[config.mk]
export PLATFORM = sky130hd
export DESIGN_NAME = irqt_top
export DESIGN_NICKNAME = d
export VERILOG_FILES = /design/src/rtl/irqt_pkg.sv /design/src/rtl/irqt_regs.sv /design/src/rtl/irqt_evsel.sv /design/src/rtl/irqt_core.sv /design/src/rtl/irqt_top.sv
export SDC_FILE = /design/constraint.sdc
export NUM_CORES = 1
export LEC_CHECK = 0
export BUFFER_PORTS_ARGS = -buffer_cell sky130_fd_sc_hd__buf_2
export CAP_MARGIN = 20
export CORE_MARGIN = 2
export CORE_UTILIZATION = 55
export CTS_CLUSTER_DIAMETER = 50
export CTS_CLUSTER_SIZE = 24
export DETAILED_ROUTE_END_ITERATION = 8
export PLACE_DENSITY = 0.78
export REMOVE_ABC_BUFFERS = 1
export SLEW_MARGIN = 20
export SYNTH_ARGS = -nofsm -noshare
export SYNTH_HDL_FRONTEND = slang
export SYNTH_HIERARCHICAL = 1
export SYNTH_SLANG_ARGS = --single-unit
export TNS_END_PERCENT = 1
[constraint.sdc]
create_clock -name clk -period 3.5 [get_ports clk]
set_input_delay 0.525 -clock clk [delete_from_list [all_inputs] [get_ports clk]]
set_output_delay 0.525 -clock clk [all_outputs]
set_load 0.03 [all_outputs]
[src/rtl/irqt_pkg.sv]
package irqt_pkg;

    localparam int unsigned REG_W    = 8;
    localparam int unsigned OFS_W    = 3;
    localparam int unsigned NARROW_W = 3;

    typedef enum logic [1:0] {
        SRC_CPU_CYC   = 2'd0,
        SRC_A12_RISE  = 2'd1,
        SRC_PPU_READ  = 2'd2,
        SRC_BUS_WRITE = 2'd3
    } src_e;

    typedef enum logic [1:0] {
        DIR_FREEZE0 = 2'd0,
        DIR_UP      = 2'd1,
        DIR_DOWN    = 2'd2,
        DIR_FREEZE3 = 2'd3
    } dir_e;

    typedef struct packed {
        dir_e       dir;
        logic [1:0] spare;
        logic       adj_en;
        logic       narrow;
        src_e       src;
    } mode_t;

    typedef enum logic [OFS_W-1:0] {
        OFS_ARMCTL = 3'd0,
        OFS_MODE   = 3'd1,
        OFS_UNUSED = 3'd2,
        OFS_ARM    = 3'd3,
        OFS_PRE    = 3'd4,
        OFS_CNT    = 3'd5,
        OFS_MASK   = 3'd6,
        OFS_ADJ    = 3'd7
    } ofs_e;

    typedef struct packed {
        logic             wrap;
        logic [REG_W-1:0] nxt;
    } step_t;

    function automatic step_t step_val(input logic [REG_W-1:0] v,
                                       input logic up,
                                       input logic narrow);
        step_t r;
        logic [NARROW_W-1:0] lo;
        lo = v[NARROW_W-1:0];
        if (narrow) begin
            r.wrap = up ? (&lo) : (lo == '0);
            lo     = up ? lo + 1'b1 : lo - 1'b1;
            r.nxt  = {v[REG_W-1:NARROW_W], lo};
        end else begin
            r.wrap = up ? (&v) : (v == '0);
            r.nxt  = up ? v + 1'b1 : v - 1'b1;
        end
        return r;
    endfunction

endpackage

[src/rtl/irqt_regs.sv]
module irqt_regs
    import irqt_pkg::*;
#(
    parameter int unsigned DW = REG_W,
    parameter int unsigned AW = OFS_W
) (
    input  logic          clk,
    input  logic          rst,
    input  logic          wr_en,
    input  logic [AW-1:0] wr_addr,
    input  logic [DW-1:0] wr_data,
    output mode_t         mode,
    output logic [DW-1:0] mask,
    output logic [DW-1:0] adj,
    output logic          arm_set,
    output logic          arm_clr,
    output logic          pre_ld,
    output logic          cnt_ld,
    output logic [DW-1:0] ld_val
);

    ofs_e ofs;

    always_comb begin
        ofs     = ofs_e'(wr_addr);
        arm_set = wr_en && ((ofs == OFS_ARM) || (ofs == OFS_ARMCTL && wr_data[0]));
        arm_clr = wr_en && (ofs == OFS_ARMCTL) && !wr_data[0];
        pre_ld  = wr_en && (ofs == OFS_PRE);
        cnt_ld  = wr_en && (ofs == OFS_CNT);
        ld_val  = wr_data ^ mask;
    end

    always_ff @(posedge clk) begin
        if (rst) begin
            mode <= '0;
            mask <= '0;
            adj  <= '0;
        end else if (wr_en) begin
            case (ofs)
                OFS_MODE: mode <= mode_t'(wr_data);
                OFS_MASK: mask <= wr_data;
                OFS_ADJ:  adj  <= wr_data;
                default:  ;
            endcase
        end
    end

endmodule

[src/rtl/irqt_evsel.sv]
module irqt_evsel
    import irqt_pkg::*;
#(
    parameter int unsigned SYNC_STAGES = 2
) (
    input  logic clk,
    input  logic rst,
    input  src_e src,
    input  logic cpu_tick,
    input  logic ppu_a12,
    input  logic ppu_rd,
    input  logic bus_wr,
    output logic ev
);

    localparam int unsigned CHAIN = SYNC_STAGES + 1;

    logic [CHAIN-1:0] a12_sh;
    logic             a12_rise;

    always_ff @(posedge clk) begin
        if (rst) a12_sh <= '0;
        else     a12_sh <= {a12_sh[CHAIN-2:0], ppu_a12};
    end

    assign a12_rise = a12_sh[CHAIN-2] & ~a12_sh[CHAIN-1];

    always_comb begin
        case (src)
            SRC_CPU_CYC:   ev = cpu_tick;
            SRC_A12_RISE:  ev = a12_rise;
            SRC_PPU_READ:  ev = ppu_rd;
            SRC_BUS_WRITE: ev = bus_wr;
            default:       ev = 1'b0;
        endcase
    end

endmodule

[src/rtl/irqt_core.sv]
module irqt_core
    import irqt_pkg::*;
#(
    parameter int unsigned DW = REG_W
) (
    input  logic          clk,
    input  logic          rst,
    input  logic          ev,
    input  mode_t         mode,
    input  logic [DW-1:0] adj,
    input  logic          arm_set,
    input  logic          arm_clr,
    input  logic          pre_ld,
    input  logic          cnt_ld,
    input  logic [DW-1:0] ld_val,
    output logic          armed,
    output logic [DW-1:0] pre,
    output logic [DW-1:0] cnt,
    output logic          irq
);

    logic  moving, gate_ok, up, tick, cstep, fire;
    step_t ps, cs;

    always_comb begin
        moving  = (mode.dir == DIR_UP) || (mode.dir == DIR_DOWN);
        gate_ok = !mode.adj_en || (adj == '1);
        up      = (mode.dir == DIR_UP);
        ps      = step_val(pre, up, mode.narrow);
        cs      = step_val(cnt, up, 1'b0);
        tick    = ev && moving && gate_ok && !pre_ld;
        cstep   = tick && ps.wrap && !cnt_ld;
        fire    = cstep && cs.wrap && armed;
    end

    always_ff @(posedge clk) begin
        if (rst) begin
            armed <= 1'b0;
            pre   <= '0;
            cnt   <= '0;
            irq   <= 1'b0;
        end else begin
            if (arm_set)      armed <= 1'b1;
            else if (arm_clr) armed <= 1'b0;

            if (pre_ld)    pre <= ld_val;
            else if (tick) pre <= ps.nxt;

            if (cnt_ld)     cnt <= ld_val;
            else if (cstep) cnt <= cs.nxt;

            if (arm_clr)   irq <= 1'b0;
            else if (fire) irq <= 1'b1;
        end
    end

endmodule

[src/rtl/irqt_top.sv]
module irqt_top
    import irqt_pkg::*;
#(
    parameter int unsigned DW          = REG_W,
    parameter int unsigned AW          = OFS_W,
    parameter int unsigned SYNC_STAGES = 2
) (
    input  logic          clk,
    input  logic          rst,
    input  logic          wr_en,
    input  logic [AW-1:0] wr_addr,
    input  logic [DW-1:0] wr_data,
    input  logic          cpu_tick,
    input  logic          ppu_a12,
    input  logic          ppu_rd,
    input  logic          bus_wr,
    output logic          irq
);

    mode_t         mode_w;
    logic [DW-1:0] mask_w, adj_w, ld_val_w, pre_w, cnt_w;
    logic          arm_set_w, arm_clr_w, pre_ld_w, cnt_ld_w, ev_w, armed_w;

    irqt_regs #(.DW(DW), .AW(AW)) u_regs (
        .clk(clk), .rst(rst), .wr_en(wr_en), .wr_addr(wr_addr), .wr_data(wr_data),
        .mode(mode_w), .mask(mask_w), .adj(adj_w),
        .arm_set(arm_set_w), .arm_clr(arm_clr_w),
        .pre_ld(pre_ld_w), .cnt_ld(cnt_ld_w), .ld_val(ld_val_w)
    );

    irqt_evsel #(.SYNC_STAGES(SYNC_STAGES)) u_evsel (
        .clk(clk), .rst(rst), .src(mode_w.src),
        .cpu_tick(cpu_tick), .ppu_a12(ppu_a12), .ppu_rd(ppu_rd), .bus_wr(bus_wr),
        .ev(ev_w)
    );

    irqt_core #(.DW(DW)) u_core (
        .clk(clk), .rst(rst), .ev(ev_w), .mode(mode_w), .adj(adj_w),
        .arm_set(arm_set_w), .arm_clr(arm_clr_w),
        .pre_ld(pre_ld_w), .cnt_ld(cnt_ld_w), .ld_val(ld_val_w),
        .armed(armed_w), .pre(pre_w), .cnt(cnt_w), .irq(irq)
    );

endmodule

* After elaboration in Yosys (flattened, before gate mapping) *
Index checks and enable logic that the tools add are counted.

cells by class
  mux-type cells = 14
  bitwise gates (word level) = 3
  reductions and logical operators = 36
  add/sub/neg operators = 6
  equality and inequality tests = 13

operators by type and width
  cell                 count
  $mux 8               6
  $add 8x1->8 const B  2
  $logic_not 8->1      2
  $reduce_and 8->1     2
  $sub 8x1->8 const B  2
  $logic_and 1x1->1    13
  $eq 3x3->1 const B   4
  $mux 9               1
  $eq 8x8->1 const B   1
  $reduce_and 2->1     4
  $xor 8x8->8          1
  $eq 2x2->1 const B   3
  $logic_not 3->1      2
  $reduce_bool 2->1    3
  $mux 1               5
  $eq 2x1->1 const B   2
  $logic_not 1->1      4
  $pmux 1 s4           1
  $add 3x1->3 const B  1
  $eq 3x1->1 const B   1
  $eq 3x2->1 const B   1
  $logic_or 1x1->1     3
  $mux 3               1
  $reduce_and 3->1     1
  6 further kinds      6

word-level totals
  input bits = 18
  register bits = 43
  logic and storage cells = 84

* Depth between registers and ports, before layout *
  depth after elaboration = 10
  mapped depth = 10

* Hierarchy *
Netlist, hierarchy kept.

modules (own cells, without submodules)
  module      area each (µm²)  times used  cells each
  irqt_core   1542.7           1           188
  irqt_regs   1164.9           1           107
  irqt_evsel  110.1            1           8

* Least setup slack after synthesis *
OpenSTA, ideal clock, no wires.

  kind = reg-to-reg
  start point = reg u_regs/mode[7] (netlist name)
  end point = reg u_core.cnt[6]
  library setup time = 0.086 ns
  data arrival time = 2.349 ns
  clock period less this slack = 2.435 ns
  buffers on the path = 0
  data required time = 3.414 ns
  cell stages (with the launch flop) = 11
  slack = 1.065 ns
  path through = dfxtp_1 > inv_1 > ha_1 > inv_1 > fa_1 > a21oi_1 > o21ai_0 > o21a_1 > o21ai_0 > or3b_1 > a221oi_2

between the ends
  longest elaborated chain between the ends = 8
  elaborated cells between the ends (all ways) = 15

ends and longest elaborated chain
  item                                      line                              text
  $eq 2x1->1 or $eq 2x2->1 (tied branches)  irqt_core.sv:26, irqt_core.sv:28
  $logic_or 1x1->1                          irqt_core.sv:26                   moving = (mode.dir == DIR_UP) || (mode.dir == DIR_DOWN);
  $logic_and 1x1->1 (3 in a row)            irqt_core.sv:31                   tick = ev && moving && gate_ok && !pre_ld;
  $logic_and 1x1->1 (2 in a row)            irqt_core.sv:32                   cstep = tick && ps.wrap && !cnt_ld;
  $reduce_bool 2->1 (no line)               -
  end signal, assigned                      irqt_core.sv:49                   if (cnt_ld) cnt <= ld_val;
  end signal, assigned                      irqt_core.sv:50                   else if (cstep) cnt <= cs.nxt;
  end, declared                             irqt_core.sv:18                   output logic [DW-1:0] cnt,

Parallel ways exist; a longest one is shown, timed or not. The select of a mux whose other input is x is not followed.
A chain may end at the register's enable or synchronous reset.

* Worst setup path in the final report *
  start point = reg u_regs/mode[6] (netlist name)
  end point = reg u_core.cnt[6]

between the ends
  longest elaborated chain between the ends = 8
  elaborated cells between the ends (all ways) = 15

ends and longest elaborated chain
  item                                      line
  $eq 2x1->1 or $eq 2x2->1 (tied branches)  irqt_core.sv:26, irqt_core.sv:28
  $logic_or 1x1->1                          irqt_core.sv:26
  $logic_and 1x1->1 (3 in a row)            irqt_core.sv:31
  $logic_and 1x1->1 (2 in a row)            irqt_core.sv:32
  $reduce_bool 2->1 (no line)               -

Parallel ways exist; a longest one is shown, timed or not. The select of a mux whose other input is x is not followed.

==> flow_metrics.env <==
export IMPL_status="finished clean"
export IMPL_n_antenna_cell=0
export IMPL_max_freq_mhz=352.6
export IMPL_period_share_pct=81.04
export IMPL_drt_pass1_iterations=4
export IMPL_path_buf_inv=1
export IMPL_post_cts_buffers=0
export IMPL_dp_cells=369
export IMPL_ios=19
export IMPL_path_clk_slew_ns=0.09
export IMPL_totalWireLength_um=5535
export IMPL_fp_row_count=25
export IMPL_critPathLaunchType="flop"
export IMPL_drive_above_1_share_pct=14.19
export IMPL_cp_max_fo=15
export IMPL_crit_family="compound AO/OA/AOI/OAI gates"
export IMPL_io_buffers=18
export IMPL_powerDensity_mw_per_mm2=401.4
export IMPL_core_area_mm2=0.004755
export IMPL_ys_warn_count=6
export IMPL_cp_cell_sequence="ha_1 -> inv_1 -> fa_1 -> a21oi_1 -> o21ai_0 -> o21a_1 -> o21ai_0 -> or3b_1 -> a221oi_2"
export IMPL_whs_path_depth=2
export IMPL_fillers=414
export IMPL_crit_path_frequent_cell="o21ai_0"
export IMPL_critPathLaunch="u_regs/mode[6]"
export IMPL_rr_endpoint="u_core/cnt[6]"
export IMPL_min_delay_path_class="primary input to flop"
export IMPL_overflow=0
export IMPL_vias=2123
export IMPL_period_needed_ns=2.836
export IMPL_clockRootBuffer="clkbuf_8"
export IMPL_dieHeight_um=74.65
export IMPL_reg2reg_slack_ns=0.66
export IMPL_cap_violations=0
export IMPL_cts_inserted_buffers=5
export IMPL_drc_errors=0
export IMPL_grt_use_total_pct=21.68
export IMPL_worstHoldEndpoint="u_evsel/a12_sh[0]"
export IMPL_area_growth_syn_to_layout_pct=8.159
export IMPL_start_util_pct=57.74
export IMPL_die_w_um=74.65
export IMPL_grt_pass1_wl_um=9232
export IMPL_antenna_found_initial=0
export IMPL_tightest_slew_ns=0.8462
export IMPL_max_stage_delay_ns=0.50
export IMPL_drt_iter0_drc=108
export IMPL_dieArea_mm2=0.005573
export IMPL_gp_congestion=0.8180
export IMPL_arrival_ns=3.05
export IMPL_p_leak_nw=1.242
export IMPL_reg2reg_depth=9
export IMPL_tns_ns=0
export IMPL_relSlewSlack_pct=43.59
export IMPL_grt_pass1_vias=2025
export IMPL_cp_end_kind="flop"
export IMPL_hp_start="ppu_a12"
export IMPL_cts_tree="done"
export IMPL_critical_path_slowest_cell="fa_1"
export IMPL_syn_area_mm2=0.002745
export IMPL_netlist_instances=297
export IMPL_wl_per_cell_um=14.68
export IMPL_critPathRequiredTime_ns=3.71
export IMPL_setup_violations=0
export IMPL_ctsResizeCount=0
export IMPL_avgSynthCellArea_um2=9.243
export IMPL_worstReg2RegStart="u_regs/mode[6]"
export IMPL_insertion_delay_ns=0.30
export IMPL_skew_ns=0.005265
export IMPL_hold_violations=0
export IMPL_final_nets=342
export IMPL_cts_max_level=2
export IMPL_vias_per_cell=5.631
export IMPL_critPathKind="flop to flop"
export IMPL_rsz0062_at_grt="false"
export IMPL_vdd_drop_max_uv=300.5
export IMPL_ctsHoldBuffers=0
export IMPL_clock_path_buffers=2
export IMPL_grt_max_degree=55
export IMPL_dp_hpwl_um=3987
export IMPL_cts_sinks=43
export IMPL_final_cells=377
export IMPL_slew_violations=0
export IMPL_antenna_left=0
[report_power, final]
part,switching [mW],leakage (nW),internal (mW)
combinational,0.108,0.828,0.0987
clock,0.179,0.0644,0.285
sequential,0.0157,0.349,0.506
total,0.302,1.24,0.889
[state kept, by name (all words and copies together), names as in the netlist]
register,count
u_core/irq,1
u_regs/mask,8
u_core/pre,8
u_core/armed,1
u_regs/mode,6
u_evsel/a12_sh,3
u_regs/adj,8
u_core/cnt,8
[worst max-delay path by stage]
| stage | to | slack [ns] | cells after the start |
|---|---|---|---|
| 2_1_floorplan | u_core/cnt[6] | 1.07 | 10 |
| 3_3_place_gp | u_core/cnt[6] | 0.87 | 10 |
| 3_5_place_dp | u_core/cnt[6] | 0.73 | 10 |
| 4_1_cts | u_core/cnt[6] | 0.70 | 10 |
| 5_1_grt | u_core/cnt[6] | 0.48 | 10 |
| 6_report | u_core/cnt[6] | 0.66 | 9 |
[layer usage]
layer  track usage (%)  share of wire, %
met5                 0                 0
met4             10.12               3.6
met3             4.150               3.0
met2             34.81                45
met1             28.30                48
[metrics by stage]
stage	power (mW)	util (%)	hold WS (ns)	instance area, µm²	setup WS (ns)
after floorplan	0.6807	-	0.4138	2659	1.065
after global placement	0.7328	59.58	0.4191	2833	0.8709
after detailed placement	0.7369	59.58	0.4297	2833	0.7258
after CTS	1.200	62.45	0.4281	2969	0.7023
after global routing	1.245	62.45	0.4296	2969	0.4829
final	1.192	62.45	0.4294	2969	0.6635
[cell type report]
| cell class | instances | area [µm²] | area share, % |
|---|---|---|---|
| tap | 67 | 83.83 | 2.823 |
| inverter | 14 | 52.55 | 1.770 |
| sequential | 43 | 860.8 | 28.99 |
| clock inverter | 3 | 67.56 | 2.276 |
| timing repair buffer | 18 | 90.09 | 3.034 |
| multi-input combinational | 227 | 1745 | 58.79 |
| clock buffer | 5 | 68.82 | 2.318 |
[cell usage in the layout (no fill, tap or decap), drive strengths merged, types with 4 or more instances in the layout]
master,count
ha,13
nor3,9
nand2b,36
dfxtp,43
nor2,14
inv,14
nand2,13
nand4,5
a21oi,20
o21a,9
clkbuf,5
nor2b,8
buf,18
xor2,10
xnor2,8
mux2,5
o21ai,6
mux2i,25
a221oi,4
nand3,5
(Power assumes the default switching activity.)
